`src/rtl/serial_line_pkg.sv`:
```
package serial_line_pkg;

  localparam int CHAR_W  = 8;
  localparam int N_RATES = 16;
  localparam int OVS     = 16;   // samples per bit

  typedef struct packed {
    logic [1:0] len;
    logic       stop2;
    logic       par_en;
    logic       par_odd;
    logic [3:0] speed;
  } line_cfg_t;

  typedef enum logic [2:0] {TX_IDLE, TX_START, TX_DATA, TX_PAR, TX_STOP} tx_state_e;
  typedef enum logic [2:0] {RX_IDLE, RX_START, RX_DATA, RX_PAR, RX_STOP, RX_MARK} rx_state_e;

  // line rate times ten, indexed by speed code
  function automatic longint rate_x10(input int code);
    case (code)
      0:  return 500;
      1:  return 750;
      2:  return 1100;
      3:  return 1345;
      4:  return 1500;
      5:  return 3000;
      6:  return 6000;
      7:  return 12000;
      8:  return 18000;
      9:  return 20000;
      10: return 24000;
      11: return 36000;
      12: return 48000;
      13: return 72000;
      14: return 96000;
      default: return 198000;
    endcase
  endfunction

  function automatic int calc_div(input longint clk_hz, input int code);
    longint r;
    longint d;
    r = rate_x10(code);
    d = (clk_hz * 10 + 8 * r) / (16 * r);
    if (d < 1) d = 1;
    return int'(d);
  endfunction

  function automatic logic [3:0] nbits(input logic [1:0] len);
    return 4'(len) + 4'd5;
  endfunction

  function automatic logic [CHAR_W-1:0] char_mask(input logic [1:0] len);
    return {CHAR_W{1'b1}} >> (2'd3 - len);
  endfunction

  // stop period in sample ticks: 1, 1.5 or 2 bits
  function automatic logic [5:0] stop_ticks(input logic [1:0] len, input logic stop2);
    if (!stop2)          return 6'd16;
    else if (len == 2'd0) return 6'd24;
    else                 return 6'd32;
  endfunction

endpackage

```
`src/rtl/sl_baud_gen.sv`:
```
module sl_baud_gen
  import serial_line_pkg::*;
#(
  parameter int CLK_HZ = 3_168_000,
  parameter int DIV_W  = 16
) (
  input  logic       clk,
  input  logic       rst_n,
  input  logic       restart,
  input  logic [3:0] speed,
  output logic       tick
);

  logic [DIV_W-1:0] div_tab [N_RATES];
  logic [DIV_W-1:0] cnt_q, cnt_d;

  for (genvar g = 0; g < N_RATES; g++) begin : g_rate
    assign div_tab[g] = DIV_W'(calc_div(CLK_HZ, g));
  end

  always_comb begin
    tick = (cnt_q == '0) && !restart;
    if (restart || cnt_q == '0) cnt_d = div_tab[speed] - 1'b1;
    else                        cnt_d = cnt_q - 1'b1;
  end

  always_ff @(posedge clk or negedge rst_n) begin
    if (!rst_n) cnt_q <= '0;
    else        cnt_q <= cnt_d;
  end

endmodule

```
`src/rtl/sl_tx.sv`:
```
module sl_tx
  import serial_line_pkg::*;
(
  input  logic              clk,
  input  logic              rst_n,
  input  logic              tick,
  input  logic [1:0]        len,
  input  logic              stop2,
  input  logic              par_en,
  input  logic              par_odd,
  input  logic              load,
  input  logic [CHAR_W-1:0] data,
  input  logic              brk,
  output logic              ready,
  output logic              txd
);

  tx_state_e         st_q, st_d;
  logic [5:0]        cnt_q, cnt_d;
  logic [3:0]        bit_q, bit_d;
  logic [CHAR_W-1:0] sh_q, sh_d;
  logic              par_q, par_d;
  logic              pend_q, pend_d;
  logic              txd_q, txd_d;
  logic [CHAR_W-1:0] masked;
  logic [5:0]        limit;
  logic              bit_end;
  logic              line;

  always_comb begin
    masked  = data & char_mask(len);
    limit   = (st_q == TX_STOP) ? stop_ticks(len, stop2) : 6'(OVS);
    bit_end = tick && (cnt_q == limit - 6'd1);
    ready   = (st_q == TX_IDLE) && !pend_q;

    st_d   = st_q;
    cnt_d  = cnt_q;
    bit_d  = bit_q;
    sh_d   = sh_q;
    par_d  = par_q;
    pend_d = pend_q;
    line   = 1'b1;

    if (st_q != TX_IDLE && tick) cnt_d = bit_end ? 6'd0 : cnt_q + 6'd1;

    case (st_q)
      TX_IDLE: begin
        if (load && !pend_q) begin
          sh_d   = masked;
          par_d  = (^masked) ^ par_odd;
          pend_d = 1'b1;
        end else if (pend_q && tick) begin
          st_d   = TX_START;
          cnt_d  = 6'd0;
          pend_d = 1'b0;
        end
      end
      TX_START: begin
        line = 1'b0;
        if (bit_end) begin
          st_d  = TX_DATA;
          bit_d = 4'd0;
        end
      end
      TX_DATA: begin
        line = sh_q[0];
        if (bit_end) begin
          sh_d = sh_q >> 1;
          if (bit_q == nbits(len) - 4'd1) st_d = par_en ? TX_PAR : TX_STOP;
          else                            bit_d = bit_q + 4'd1;
        end
      end
      TX_PAR: begin
        line = par_q;
        if (bit_end) st_d = TX_STOP;
      end
      TX_STOP: begin
        line = 1'b1;
        if (bit_end) st_d = TX_IDLE;
      end
      default: st_d = TX_IDLE;
    endcase

    txd_d = brk ? 1'b0 : line;
  end

  always_ff @(posedge clk or negedge rst_n) begin
    if (!rst_n) begin
      st_q   <= TX_IDLE;
      cnt_q  <= '0;
      bit_q  <= '0;
      sh_q   <= '0;
      par_q  <= 1'b0;
      pend_q <= 1'b0;
      txd_q  <= 1'b1;
    end else begin
      st_q   <= st_d;
      cnt_q  <= cnt_d;
      bit_q  <= bit_d;
      sh_q   <= sh_d;
      par_q  <= par_d;
      pend_q <= pend_d;
      txd_q  <= txd_d;
    end
  end

  assign txd = txd_q;

endmodule

```
`src/rtl/sl_rx.sv`:
```
module sl_rx
  import serial_line_pkg::*;
(
  input  logic              clk,
  input  logic              rst_n,
  input  logic              tick,
  input  logic [1:0]        len,
  input  logic              par_en,
  input  logic              par_odd,
  input  logic              en,
  input  logic              rxd,
  output logic              done,
  output logic [CHAR_W-1:0] char_o,
  output logic              ferr_o,
  output logic              perr_o,
  output logic              brk_o
);

  localparam logic [3:0] MID_T  = 4'(OVS / 2 - 1);
  localparam logic [3:0] BIT_T  = 4'(OVS - 1);
  localparam logic [3:0] STOP_T = 4'(OVS - 3);  // early stop sample, tolerates a half-length stop

  rx_state_e         st_q, st_d;
  logic [3:0]        cnt_q, cnt_d;
  logic [3:0]        bit_q, bit_d;
  logic [CHAR_W-1:0] sh_q, sh_d;
  logic              perr_q, perr_d;

  always_comb begin
    char_o = sh_q >> (4'(CHAR_W) - nbits(len));
    ferr_o = !rxd;
    perr_o = perr_q;
    brk_o  = ferr_o && (char_o == '0);
    done   = 1'b0;

    st_d   = st_q;
    cnt_d  = cnt_q;
    bit_d  = bit_q;
    sh_d   = sh_q;
    perr_d = perr_q;

    case (st_q)
      RX_IDLE: begin
        if (tick && !rxd) begin
          st_d  = RX_START;
          cnt_d = 4'd0;
        end
      end
      RX_START: begin
        if (tick) begin
          if (cnt_q == MID_T) begin
            cnt_d  = 4'd0;
            bit_d  = 4'd0;
            perr_d = 1'b0;
            st_d   = rxd ? RX_IDLE : RX_DATA;
          end else cnt_d = cnt_q + 4'd1;
        end
      end
      RX_DATA: begin
        if (tick) begin
          if (cnt_q == BIT_T) begin
            cnt_d = 4'd0;
            sh_d  = {rxd, sh_q[CHAR_W-1:1]};
            if (bit_q == nbits(len) - 4'd1) st_d = par_en ? RX_PAR : RX_STOP;
            else                            bit_d = bit_q + 4'd1;
          end else cnt_d = cnt_q + 4'd1;
        end
      end
      RX_PAR: begin
        if (tick) begin
          if (cnt_q == BIT_T) begin
            cnt_d  = 4'd0;
            perr_d = rxd ^ (^char_o) ^ par_odd;
            st_d   = RX_STOP;
          end else cnt_d = cnt_q + 4'd1;
        end
      end
      RX_STOP: begin
        if (tick) begin
          if (cnt_q == STOP_T) begin
            done = 1'b1;
            st_d = rxd ? RX_IDLE : RX_MARK;
          end else cnt_d = cnt_q + 4'd1;
        end
      end
      RX_MARK: begin
        if (tick && rxd) st_d = RX_IDLE;
      end
      default: st_d = RX_IDLE;
    endcase

    if (!en) begin
      st_d = RX_IDLE;
      done = 1'b0;
    end
  end

  always_ff @(posedge clk or negedge rst_n) begin
    if (!rst_n) begin
      st_q   <= RX_IDLE;
      cnt_q  <= '0;
      bit_q  <= '0;
      sh_q   <= '0;
      perr_q <= 1'b0;
    end else begin
      st_q   <= st_d;
      cnt_q  <= cnt_d;
      bit_q  <= bit_d;
      sh_q   <= sh_d;
      perr_q <= perr_d;
    end
  end

endmodule

```
`src/rtl/serial_line.sv`:
```
module serial_line
  import serial_line_pkg::*;
#(
  parameter int CLK_HZ = 3_168_000,
  parameter int DIV_W  = 16
) (
  input  logic              clk,
  input  logic              rst_n,
  input  logic              cfg_we,
  input  logic [1:0]        cfg_len,
  input  logic              cfg_stop2,
  input  logic              cfg_par_en,
  input  logic              cfg_par_odd,
  input  logic [3:0]        cfg_speed,
  input  logic              rx_en,
  input  logic              tx_load,
  input  logic [CHAR_W-1:0] tx_data,
  output logic              tx_ready,
  input  logic              brk_tx,
  output logic              txd,
  input  logic              rxd,
  input  logic              rx_take,
  output logic              rx_valid,
  output logic [CHAR_W-1:0] rx_char,
  output logic              rx_ferr,
  output logic              rx_perr,
  output logic              rx_ovr,
  output logic              rx_brk
);

  line_cfg_t         cfg_q, cfg_d;
  logic [1:0]        sync_q;
  logic              tick;
  logic              rx_done;
  logic [CHAR_W-1:0] rx_c;
  logic              rx_fe, rx_pe, rx_bk;

  logic              hv_q, hv_d;
  logic [CHAR_W-1:0] hc_q, hc_d;
  logic              hf_q, hf_d, hp_q, hp_d, ho_q, ho_d, hb_q, hb_d;

  always_comb begin
    cfg_d = cfg_q;
    if (cfg_we) cfg_d = '{len: cfg_len, stop2: cfg_stop2, par_en: cfg_par_en,
                          par_odd: cfg_par_odd, speed: cfg_speed};
  end

  sl_baud_gen #(.CLK_HZ(CLK_HZ), .DIV_W(DIV_W)) u_baud (
    .clk(clk), .rst_n(rst_n), .restart(cfg_we), .speed(cfg_q.speed), .tick(tick)
  );

  sl_tx u_tx (
    .clk(clk), .rst_n(rst_n), .tick(tick),
    .len(cfg_q.len), .stop2(cfg_q.stop2), .par_en(cfg_q.par_en), .par_odd(cfg_q.par_odd),
    .load(tx_load), .data(tx_data), .brk(brk_tx), .ready(tx_ready), .txd(txd)
  );

  sl_rx u_rx (
    .clk(clk), .rst_n(rst_n), .tick(tick),
    .len(cfg_q.len), .par_en(cfg_q.par_en), .par_odd(cfg_q.par_odd),
    .en(rx_en && !cfg_we), .rxd(sync_q[1]),
    .done(rx_done), .char_o(rx_c), .ferr_o(rx_fe), .perr_o(rx_pe), .brk_o(rx_bk)
  );

  // holding stage of the double buffer
  always_comb begin
    hv_d = hv_q; hc_d = hc_q; hf_d = hf_q; hp_d = hp_q; ho_d = ho_q; hb_d = hb_q;
    if (rx_done) begin
      hv_d = 1'b1;
      hc_d = rx_c;
      hf_d = rx_fe;
      hp_d = rx_pe;
      hb_d = rx_bk;
      ho_d = hv_q && !rx_take;
    end else if (rx_take) begin
      hv_d = 1'b0; hf_d = 1'b0; hp_d = 1'b0; ho_d = 1'b0; hb_d = 1'b0;
    end
  end

  always_ff @(posedge clk or negedge rst_n) begin
    if (!rst_n) begin
      cfg_q  <= '{len: 2'd3, stop2: 1'b0, par_en: 1'b0, par_odd: 1'b0, speed: 4'hF};
      sync_q <= 2'b11;
      hv_q   <= 1'b0;
      hc_q   <= '0;
      hf_q   <= 1'b0;
      hp_q   <= 1'b0;
      ho_q   <= 1'b0;
      hb_q   <= 1'b0;
    end else begin
      cfg_q  <= cfg_d;
      sync_q <= {sync_q[0], rxd};
      hv_q   <= hv_d;
      hc_q   <= hc_d;
      hf_q   <= hf_d;
      hp_q   <= hp_d;
      ho_q   <= ho_d;
      hb_q   <= hb_d;
    end
  end

  assign rx_valid = hv_q;
  assign rx_char  = hc_q;
  assign rx_ferr  = hf_q;
  assign rx_perr  = hp_q;
  assign rx_ovr   = ho_q;
  assign rx_brk   = hb_q;

endmodule

```
`config.mk`:
```
export PLATFORM = sky130hd
export DESIGN_NAME = serial_line
export DESIGN_NICKNAME = d
export VERILOG_FILES = /design/src/rtl/serial_line_pkg.sv /design/src/rtl/sl_baud_gen.sv /design/src/rtl/sl_tx.sv /design/src/rtl/sl_rx.sv /design/src/rtl/serial_line.sv
export SDC_FILE = /design/constraint.sdc
export NUM_CORES = 1
export LEC_CHECK = 0
export ABC_AREA = 1
export CAP_MARGIN = 20
export CORE_AREA = 2 2 111 113
export DETAILED_ROUTE_END_ITERATION = 10
export DIE_AREA = 0 0 113 115
export GPL_ROUTABILITY_DRIVEN = 1
export PLACE_DENSITY = 0.74
export REMOVE_ABC_BUFFERS = 1
export SYNTH_ARGS = -nofsm -noshare
export SYNTH_HDL_FRONTEND = slang
export SYNTH_HIERARCHICAL = 1
export SYNTH_SLANG_ARGS = --single-unit
```
`constraint.sdc`:
```
create_clock -name clk -period 4.95 [get_ports clk]
set_input_delay 0.495 -clock clk [delete_from_list [all_inputs] [get_ports clk]]
set_output_delay 0.495 -clock clk [all_outputs]
set_load 0.005 [all_outputs]
```
Word level (Yosys, flattened, before mapping)
Memory sizes are Yosys's and may differ from the RTL's.
Index checks and enable logic that the tools add are counted.
{"block": "totals", "regBits": 84, "mem_bits_ro": 256, "in_bits": 25, "elab_cells": 208, "mem_count": 1}
{"memory": "(name not given)", "depth": 16, "word_bits": 16, "read_ports": 1, "rd_ports_with_merged_regs": 0, "write_ports": 0, "line": "sl_baud_gen.sv:23", "source": "if (restart || cnt_q == '0) cnt_d = div_tab[speed] - 1'b1;"}
{"block": "op_classes", "add_sub_neg": 11, "order_cmp": 1, "n_eq_ne": 46, "shifts": 2, "n_mux": 75, "bitwise": 5, "reduce_logical": 42}
{"op": "two-way mux 3 bit", "count": 21}
{"op": "two-way mux 4 bit", "count": 15}
{"op": "two-way mux 16 bit", "count": 3}
{"op": "two-way mux 6 bit", "count": 8}
{"op": "subtractor 16 x 1 -> 16 bit (second input constant)", "count": 2}
{"op": "inequality test 2 x 1 -> 1 bit (second input constant)", "count": 14}
{"op": "inequality test 3 bit (second input constant)", "count": 7}
{"op": "case mux 3 bit (6 select lines)", "count": 1}
{"op": "two-way mux 1 bit", "count": 17}
{"op": "logical NOT 16 bit", "count": 1}
{"op": "two-way mux 8 bit", "count": 2}
{"op": "case mux 4 bit (2 select lines)", "count": 2}
{"op": "case mux 4 bit (4 select lines)", "count": 1}
{"op": "case mux 8 bit (2 select lines)", "count": 1}
{"op": "XOR reduction 8 bit", "count": 2}
{"op": "case mux 3 bit (5 select lines)", "count": 1}
{"op": "adder 4 x 1 -> 4 bit (second input constant)", "count": 3}
{"op": "equality test 3 x 2 -> 1 bit (second input constant)", "count": 4}
{"op": "inequality test 2 bit (second input constant)", "count": 6}
{"op": "inequality test 3 x 2 -> 1 bit (second input constant)", "count": 4}
{"op": "AND reduction 6 bit", "count": 2}
{"op": "nonzero test 2 bit", "count": 6}
{"op": "logical AND 1 bit", "count": 11}
{"op": "AND reduction 11 bit", "count": 1}
{"op": "other kinds (34)", "count": 47}

Depth between registers and ports, before layout
Gate-level depths: netlist of the first run.
{"block": "logic_depth", "word_depth": 12, "depth_mapped": 16}

Cells and area by module
Netlist of the first run, hierarchy kept.
{"module": "sl_rx", "instances": 1, "cells_per_inst": 241, "area_per_inst_um2": 1661.6}
{"module": "sl_tx", "instances": 1, "cells_per_inst": 236, "area_per_inst_um2": 1631.6}
{"module": "sl_baud_gen", "instances": 1, "cells_per_inst": 236, "area_per_inst_um2": 1584.0}
{"module": "serial_line", "instances": 1, "cells_per_inst": 97, "area_per_inst_um2": 927.1}

Least setup slack after synthesis of the first run
No wires, ideal clock.
{"block": "synth_path", "kind": "register -> register", "from": "register cfg_q[7] (netlist bit)", "to": "register u_rx.perr_q (netlist: u_rx/perr_o)", "arrival_ns": 2.359, "slack_ns": 2.468, "stages_incl_launch_ff": 16, "period_less_slack_ns": 2.482, "path_cell_list": "dfstp_2 ha_1 inv_1 nand2_1 nand2_2 nor2_1 nor3_1 inv_1 ha_1 xor2_1 xor2_1 inv_1 nand2_1 nand2_1 nand3_1 nand2_1"}
{"block": "synth_via", "elab_chain_len": 9}
{"element": "start: declaration", "line": "serial_line.sv:31", "source": "line_cfg_t cfg_q, cfg_d;"}
{"element": "start signal: assignment", "line": "serial_line.sv:82", "source": "cfg_q <= '{len: 2'd3, stop2: 1'b0, par_en: 1'b0, par_odd: 1'b0, speed: 4'hF};"}
{"element": "start signal: assignment", "line": "serial_line.sv:91", "source": "cfg_q <= cfg_d;"}
{"element": "adder 2 x 3 -> 4 bit", "line": "serial_line_pkg.sv:50", "source": "return 4'(len) + 4'd5;"}
{"element": "subtractor 4 bit", "line": "sl_rx.sv:30", "source": "char_o = sh_q >> (4'(CHAR_W) - nbits(len));"}
{"element": "right shift 8 x 4 -> 8 bit", "line": "sl_rx.sv:30"}
{"element": "named net rx_c[2]", "line": "serial_line.sv:35", "source": "logic [CHAR_W-1:0] rx_c;"}
{"element": "XOR reduction 8 bit", "line": "sl_rx.sv:73", "source": "perr_d = rxd ^ (^char_o) ^ par_odd;"}
{"element": "bitwise XOR 1 bit (2 in a row)", "line": "sl_rx.sv:73"}
{"element": "two-way mux 1 bit", "line": "sl_rx.sv:71", "source": "if (cnt_q == BIT_T) begin"}
{"element": "two-way mux 1 bit", "line": "sl_rx.sv:70", "source": "if (tick) begin"}
{"element": "case mux 1 bit (2 select lines)", "line": "sl_rx.sv:42", "source": "case (st_q)"}
{"element": "end signal: assignment", "line": "sl_rx.sv:110", "source": "perr_q <= perr_d;"}
{"element": "end: declaration", "line": "sl_rx.sv:27", "source": "logic perr_q, perr_d;"}
The timed path passes the listed nets, and every way through them passes these cells. The select of a mux whose other input is x is not followed.
A chain may end at the register's enable or synchronous reset.

Worst setup path after layout of the first run
Ends and elaborated chain as after synthesis.

==> impl_metrics.ini, run 1 <==
[drt]
wl_per_cell_um = 12.0
dr.pass1.iters = 5
drc_errors = 0
vias_per_cell = 5.00
vias = 5006
ant_nets = 0
first_iter_violations = 360
finalWirelength_mm = 12.0

[clock_tree]
clk_latency_ns = 0.35
cts_sinks = 84
cts_tree = yes
cts_root_buffer = clkbuf_16
cts.path.max_buffers = 2
path_clk_slew_ns = 0.06
cts_inserted_buffers = 9
htree_num_levels = 3
cts_setup_buffers = 0
cts_resized = 0
holdBufCountCts = 0

[worst_setup_path]
crit_arrival_ns = 3.23
max_stage_delay_ns = 0.79
crit_required_ns = 5.19
crit_chain = ha_1 > nand2_1 > nand2_2 > inv_2 > nor2_1 > nor3_1 > inv_1 > ha_1 > xor2_1 > xor2_1 > inv_1 > nand2_1 > nand2_1 > nand3_1 > nand2_1
crit_slowest_cell = dfstp_2
cp-start-kind = register
r2r_cells = 15
setup.worst_path.start = cfg_q[7]$_DFFE_PN1P_
cp_max_fo = 23
end_kind = register
rr_endpoint = u_rx/perr_o$_DFFE_PN0P_
r2r_slack_ns = 1.96
cpMostUsedCell = nand2_1
critPathKind = register to register
worstReg2RegStart = cfg_q[7]$_DFFE_PN1P_

[finish]
final_util = 0.555
nFillCells = 1126
syn_to_final_growth_pct = 13.0
antenna_cells = 0
drive_above_1_share = 0.156
nets = 893

[placed_design]
gp_congestion = 0.883
place.port_buffers = 39
pre_cts_ws_ns = 1.62
hpwlAfterDp_mm = 8.96

[sta]
post-route-period-util = 0.605
max_slew_margin = 0.500
fin_skew_ns = 0.00727
rsz0062_at_grt = no
period_needed_ns = 2.99
final.setup.tns_ns = 0
layout_setup_ws_ns = 1.96
tightestPinTransition_ns = 0.750
maxSlewViolCount = 0
fmax_mhz = 334
setup_viol = 0
hold_viol = 0

[synth]
syn_avg_cell_area_sq_um = 7.17
synth.top_cell.area_share = 0.323
netlist_top_cells_area = dfrtp_1 32%, nand2_1 17%, nand3_1 5.9%
yosysSeqAreaShare = 0.364
netlist_area_sq_um = 5800
synth_area_leader_cell = dfrtp_1
syn_inst = 810
async_flop_share = 1.00
synth-seq-cells = 84
yosysWarnings = 6
ys_top_cells_by_count = 257 x nand2_1, 89 x inv_1, 75 x dfrtp_1, 68 x nand3_1, 62 x nor2_1
synth.distinct_cells = 38
synth_most_common_cell = nand2_1
synthFlopType = dfrtp_1
synth-edff-count = 0

[floorplan]
fp.dieW_um = 113
fp.dieH_um = 115
io_pins = 40
die_area_sq_um = 13000
std_cell_rows = 40
start_util = 0.491
core-area_sq_um = 11800

[pwr]
finalPower_mw = 2.13
max-vdd-ir-drop_mv = 0.232
power_density_nw_per_um2 = 325
p_leak_nw = 3.30

[grt]
antenna_found_initial = 0
grt_pass1_wl_mm = 20.7
grt_max_degree = 61
track_usage = 0.195
use_met1 = 0.261
grt_overflow = 0
top_usage_layer = met2
grt_util_met3 = 0.0269
grt_pass1_vias = 4651
grt_use_met2 = 0.327

[job]
cap_violations = 0

[run_status]
outcome = complete, no violations

[worst_hold_path]
min_path_type = primary input to async pin
==> cell type report <==
class	instances	area, sq um	share of cell area
inverter	111	417	0.0635
clock buffer	11	243	0.0370
clock inverter	5	35.0	0.00534
timing repair buffer	41	403	0.0614
sequential	84	2110	0.322
multi-input combinational	602	3160	0.482
tap	147	184	0.0280
==> state kept, by name, indices dropped and copies added (netlist names), 2 cells and up <==
register	flops
u_baud/cnt_q	16
cfg_q	9
rx_char	8
u_rx/sh_q	8
u_tx/sh_q	8
u_tx/cnt_q	6
u_rx/bit_q	4
u_rx/cnt_q	4
u_tx/bit_q	4
u_rx/st_q	3
u_tx/st_q	3
sync_q	2
==> through the flow <==
step,hold slack [ns],cells,cell area [sq um]
floorplan,0.199,797,5690
global placement,0.369,985,6280
detailed placement,0.363,985,6280
CTS,0.0496,1001,6560
global route,0.0759,1001,6560
finish,0.0449,1001,6560
==> cells in the final DEF, fill, tap and decap left out, types with 3 or more instances in the layout <==
master	n
o21a_1	4
nor2_2	12
inv_1	89
nand3b_1	7
o21ai_1	9
xor2_1	12
nand2_1	257
dfstp_2	9
inv_2	22
nor3_1	8
nand3_2	13
dfrtp_1	75
nand3_1	68
o21ai_0	31
clkbuf_16	9
a21oi_1	11
clkdlybuf4s50_1	38
o211ai_1	3
o21ai_2	4
nand2_4	4
nor2_1	62
nor2_4	10
buf_4	3
xnor2_1	10
nand2_2	36
ha_1	19
nand4_1	10
==> critical path: cells and delay by family, from the launching register on <==
kind | cells | cell delay, ns
DFF | 1 | 0.79
and+or+nand+nor | 8 | 0.79
adders and majority gates | 2 | 0.64
xor gates and xnor gates | 2 | 0.38
buffers and inverters | 3 | 0.29
==> power breakdown <==
part	switching, mW	internal [mW]
clock	0.285	0.356
sequential	0.0693	0.777
combinational	0.417	0.225
==> worst max path at each step <==
stage | depth (start not counted) | end
floorplan | 10 | rx_brk$_DFFE_PN0P_
detailed placement | 11 | u_tx/sh_q[5]$_DFFE_PN0P_
global route | 11 | u_tx/sh_q[2]$_DFFE_PN0P_
CTS | 15 | u_rx/perr_o$_DFFE_PN0P_
global placement | 11 | u_baud/cnt_q[10]$_DFF_PN0_
finish | 15 | u_rx/perr_o$_DFFE_PN0P_
==> logic make-up after synthesis <==
group | count (synthesis) | share of synthesized area
xor+xnor | 22 | 0.0332
fa+ha+maj | 19 | 0.0410
buf+inv | 124 | 0.0908
compound gates | 69 | 0.0688
flops | 84 | 0.364
simple gates | 492 | 0.402
==> per-layer routing <==
layer	up-vias	wire [um]
li1	2632	-
met1	2279	5850
met2	80	5550
met3	15	368
met4	0	195
met5	-	0
Power figures use the tool's default switching activity.
==> run 2, diff against run 1 <==
Settings changed: PLACE_DENSITY 0.74 to 0.76.
Clock period 4.95 ns to 2.6 ns, I/O delays scaled along.
==> run 2 against run 1 <==
- the run now ends with design-rule violations left
- clock power increased by 100%
- sequential power increased by 89%
- combinational power increased by 110%
- sequential share of layout area decreased by 1.6 points
- register-to-register slack got worse by 1.9 ns
- design area increased by 5.3%
- power increased by 100%
- sequential cell count unchanged
- first-iteration DRC count decreased by 11%
- routed wire length increased by 2.7%
- critical endpoint unchanged
- largest power group unchanged
- highest routed layer unchanged
==> impl_metrics.ini, run 2 (same netlist as run 1, synthesis figures left out) <==
[pwr]
power_density_nw_per_um2 = 616
max-vdd-ir-drop_mv = 0.483
p_leak_nw = 3.44

[placed_design]
gp_congestion = 0.876
place.port_buffers = 39
place_inst = 995
hpwlAfterDp_mm = 8.83
pre_cts_ws_ns = 0.0292

[finish]
regMostFlops = u_baud/cnt_q
mostFrequentLayoutCells = 252 x nand2_1, 87 x inv_1, 75 x dfrtp_1
nets = 913
final_util = 0.585
mostFrequentLayoutCell = nand2_1
syn_to_final_growth_pct = 19.0
reg_top3 = u_baud/cnt_q (16), cfg_q (9)
nFillCells = 1064
largest_reg_flops = 16
antenna_cells = 0
instances_no_fill = 1021
drive_above_1_share = 0.193

[sta]
post-route-period-util = 0.967
fmax_mhz = 398
fin_skew_ns = 0.00810
layout_setup_ws_ns = 0.0856
hold_viol = 0
maxSlewViolCount = 0
max_slew_margin = 0.594
rsz0062_at_grt = yes
setup_viol = 0
period_needed_ns = 2.51
tightestPinTransition_ns = 0.609

[grt]
grt_pass1_vias = 4720
grt_pass1_wl_mm = 20.7
track_usage = 0.195
grt_overflow = 0
antenna_found_initial = 0
grt_max_degree = 48

[drt]
vias = 5128
dr.pass1.iters = 8
finalWirelength_mm = 12.3
ant_nets = 0
wl_per_cell_um = 12.0
first_iter_violations = 320
vias_per_cell = 5.02
drc_errors = 1

[clock_tree]
cts_root_buffer = clkbuf_16
cts_inserted_buffers = 9
htree_num_levels = 3
cts_tree = yes
clk_latency_ns = 0.35
cts_sinks = 84
cts.path.max_buffers = 2
path_clk_slew_ns = 0.07

[worst_setup_path]
end_kind = register
path_buf_inv = 2
critPathKind = register to register
crit_chain = ha_4 > nand2_4 > nand2_4 > o21ai_0 > a31oi_1 > o21a_1 > inv_1 > ha_4 > xnor2_1 > xor2_1 > inv_1 > nand2_1 > nand2_1 > nand3_1 > nand2_1
cp_max_fo = 6
cpMostUsedCell = nand2_1
cp-start-kind = register
crit_arrival_ns = 2.76
crit_required_ns = 2.84
max_stage_delay_ns = 0.62
critical-path-top-delay-family = flip-flops
crit_slowest_cell = dfstp_2

[floorplan]
fp.dieW_um = 113
fp.dieH_um = 115
std_cell_rows = 40
core-area_sq_um = 11800
die_area_sq_um = 13000
start_util = 0.491
io_pins = 40

[run_status]
outcome = finished, violations left
violations = design-rule violations

[job]
cap_violations = 0

[worst_hold_path]
min_path_type = register to register
run 2: final cells by class:
cell class	count	area, sq um	share of cell area
Sequential cell	84	2110	0.306
Multi-Input combinational cell	602	3280	0.475
Timing Repair Buffer	61	612	0.0886
Inverter	111	422	0.0611
Clock inverter	4	31.3	0.00453
Tap cell	147	184	0.0266
Clock buffer	12	267	0.0386
run 2: metal layers:
layer	part of all wire	wire length, um	global-route usage	up-vias
met4	0.020	248	0.0870	0
li1	-	-	-	2669
met1	0.48	5870	0.259	2330
met2	0.47	5740	0.319	112
met3	0.035	431	0.0290	17
met5	0	0	0	-
run 2: stage by stage:
| stage | area [sq um] | TNS [ns] | total power, mW | hold slack (ns) |
|---|---|---|---|---|
| 2_1_floorplan | 5690 | -0.734 | 2.52 | -0.0356 |
| 3_3_place_gp | 6370 | 0 | 2.82 | 0.312 |
| 3_5_place_dp | 6370 | 0 | 2.85 | 0.319 |
| 4_1_cts | 6680 | 0 | 4.15 | 0.353 |
| 5_1_grt | 6910 | -0.0701 | 4.54 | 0.352 |
| 6_report | 6910 | 0 | 4.25 | 0.350 |
run 2: timing repair:
item / 4_1_cts / 5_1_grt
setup endpoints to repair: 0 / 8
setup buffers: 0 / 9
gates resized for setup: 0 / 29
hold endpoints to repair: 42 / 0
hold buffers: 1 / 0
run 2: worst paths after layout:
kind / startpoint / endpoint / slack (ns) / cells past startpoint
worst max-delay path: cfg_q[7]$_DFFE_PN1P_ / u_rx/perr_o$_DFFE_PN0P_ / 0.09 / 15
worst min-delay path: sync_q[0]$_DFF_PN1_ / sync_q[1]$_DFF_PN1_ / 0.35 / 0
worst max register to register: cfg_q[7]$_DFFE_PN1P_ / u_rx/perr_o$_DFFE_PN0P_ / 0.09 / 15
worst min register to register: sync_q[0]$_DFF_PN1_ / sync_q[1]$_DFF_PN1_ / 0.35 / 0
max in group asynchronous: rst_n / sync_q[0]$_DFF_PN1_ / 1.45 / 3
min in group asynchronous: rst_n / u_tx/sh_q[4]$_DFFE_PN0P_ / 0.46 / 2
run 2: power by group:
group          leakage, nW  switching, mW  total (mW)  internal [mW]
Clock                0.137          0.555        1.28          0.729
Sequential            1.07          0.125        1.60           1.48
Combinational         2.23          0.852        1.36          0.512
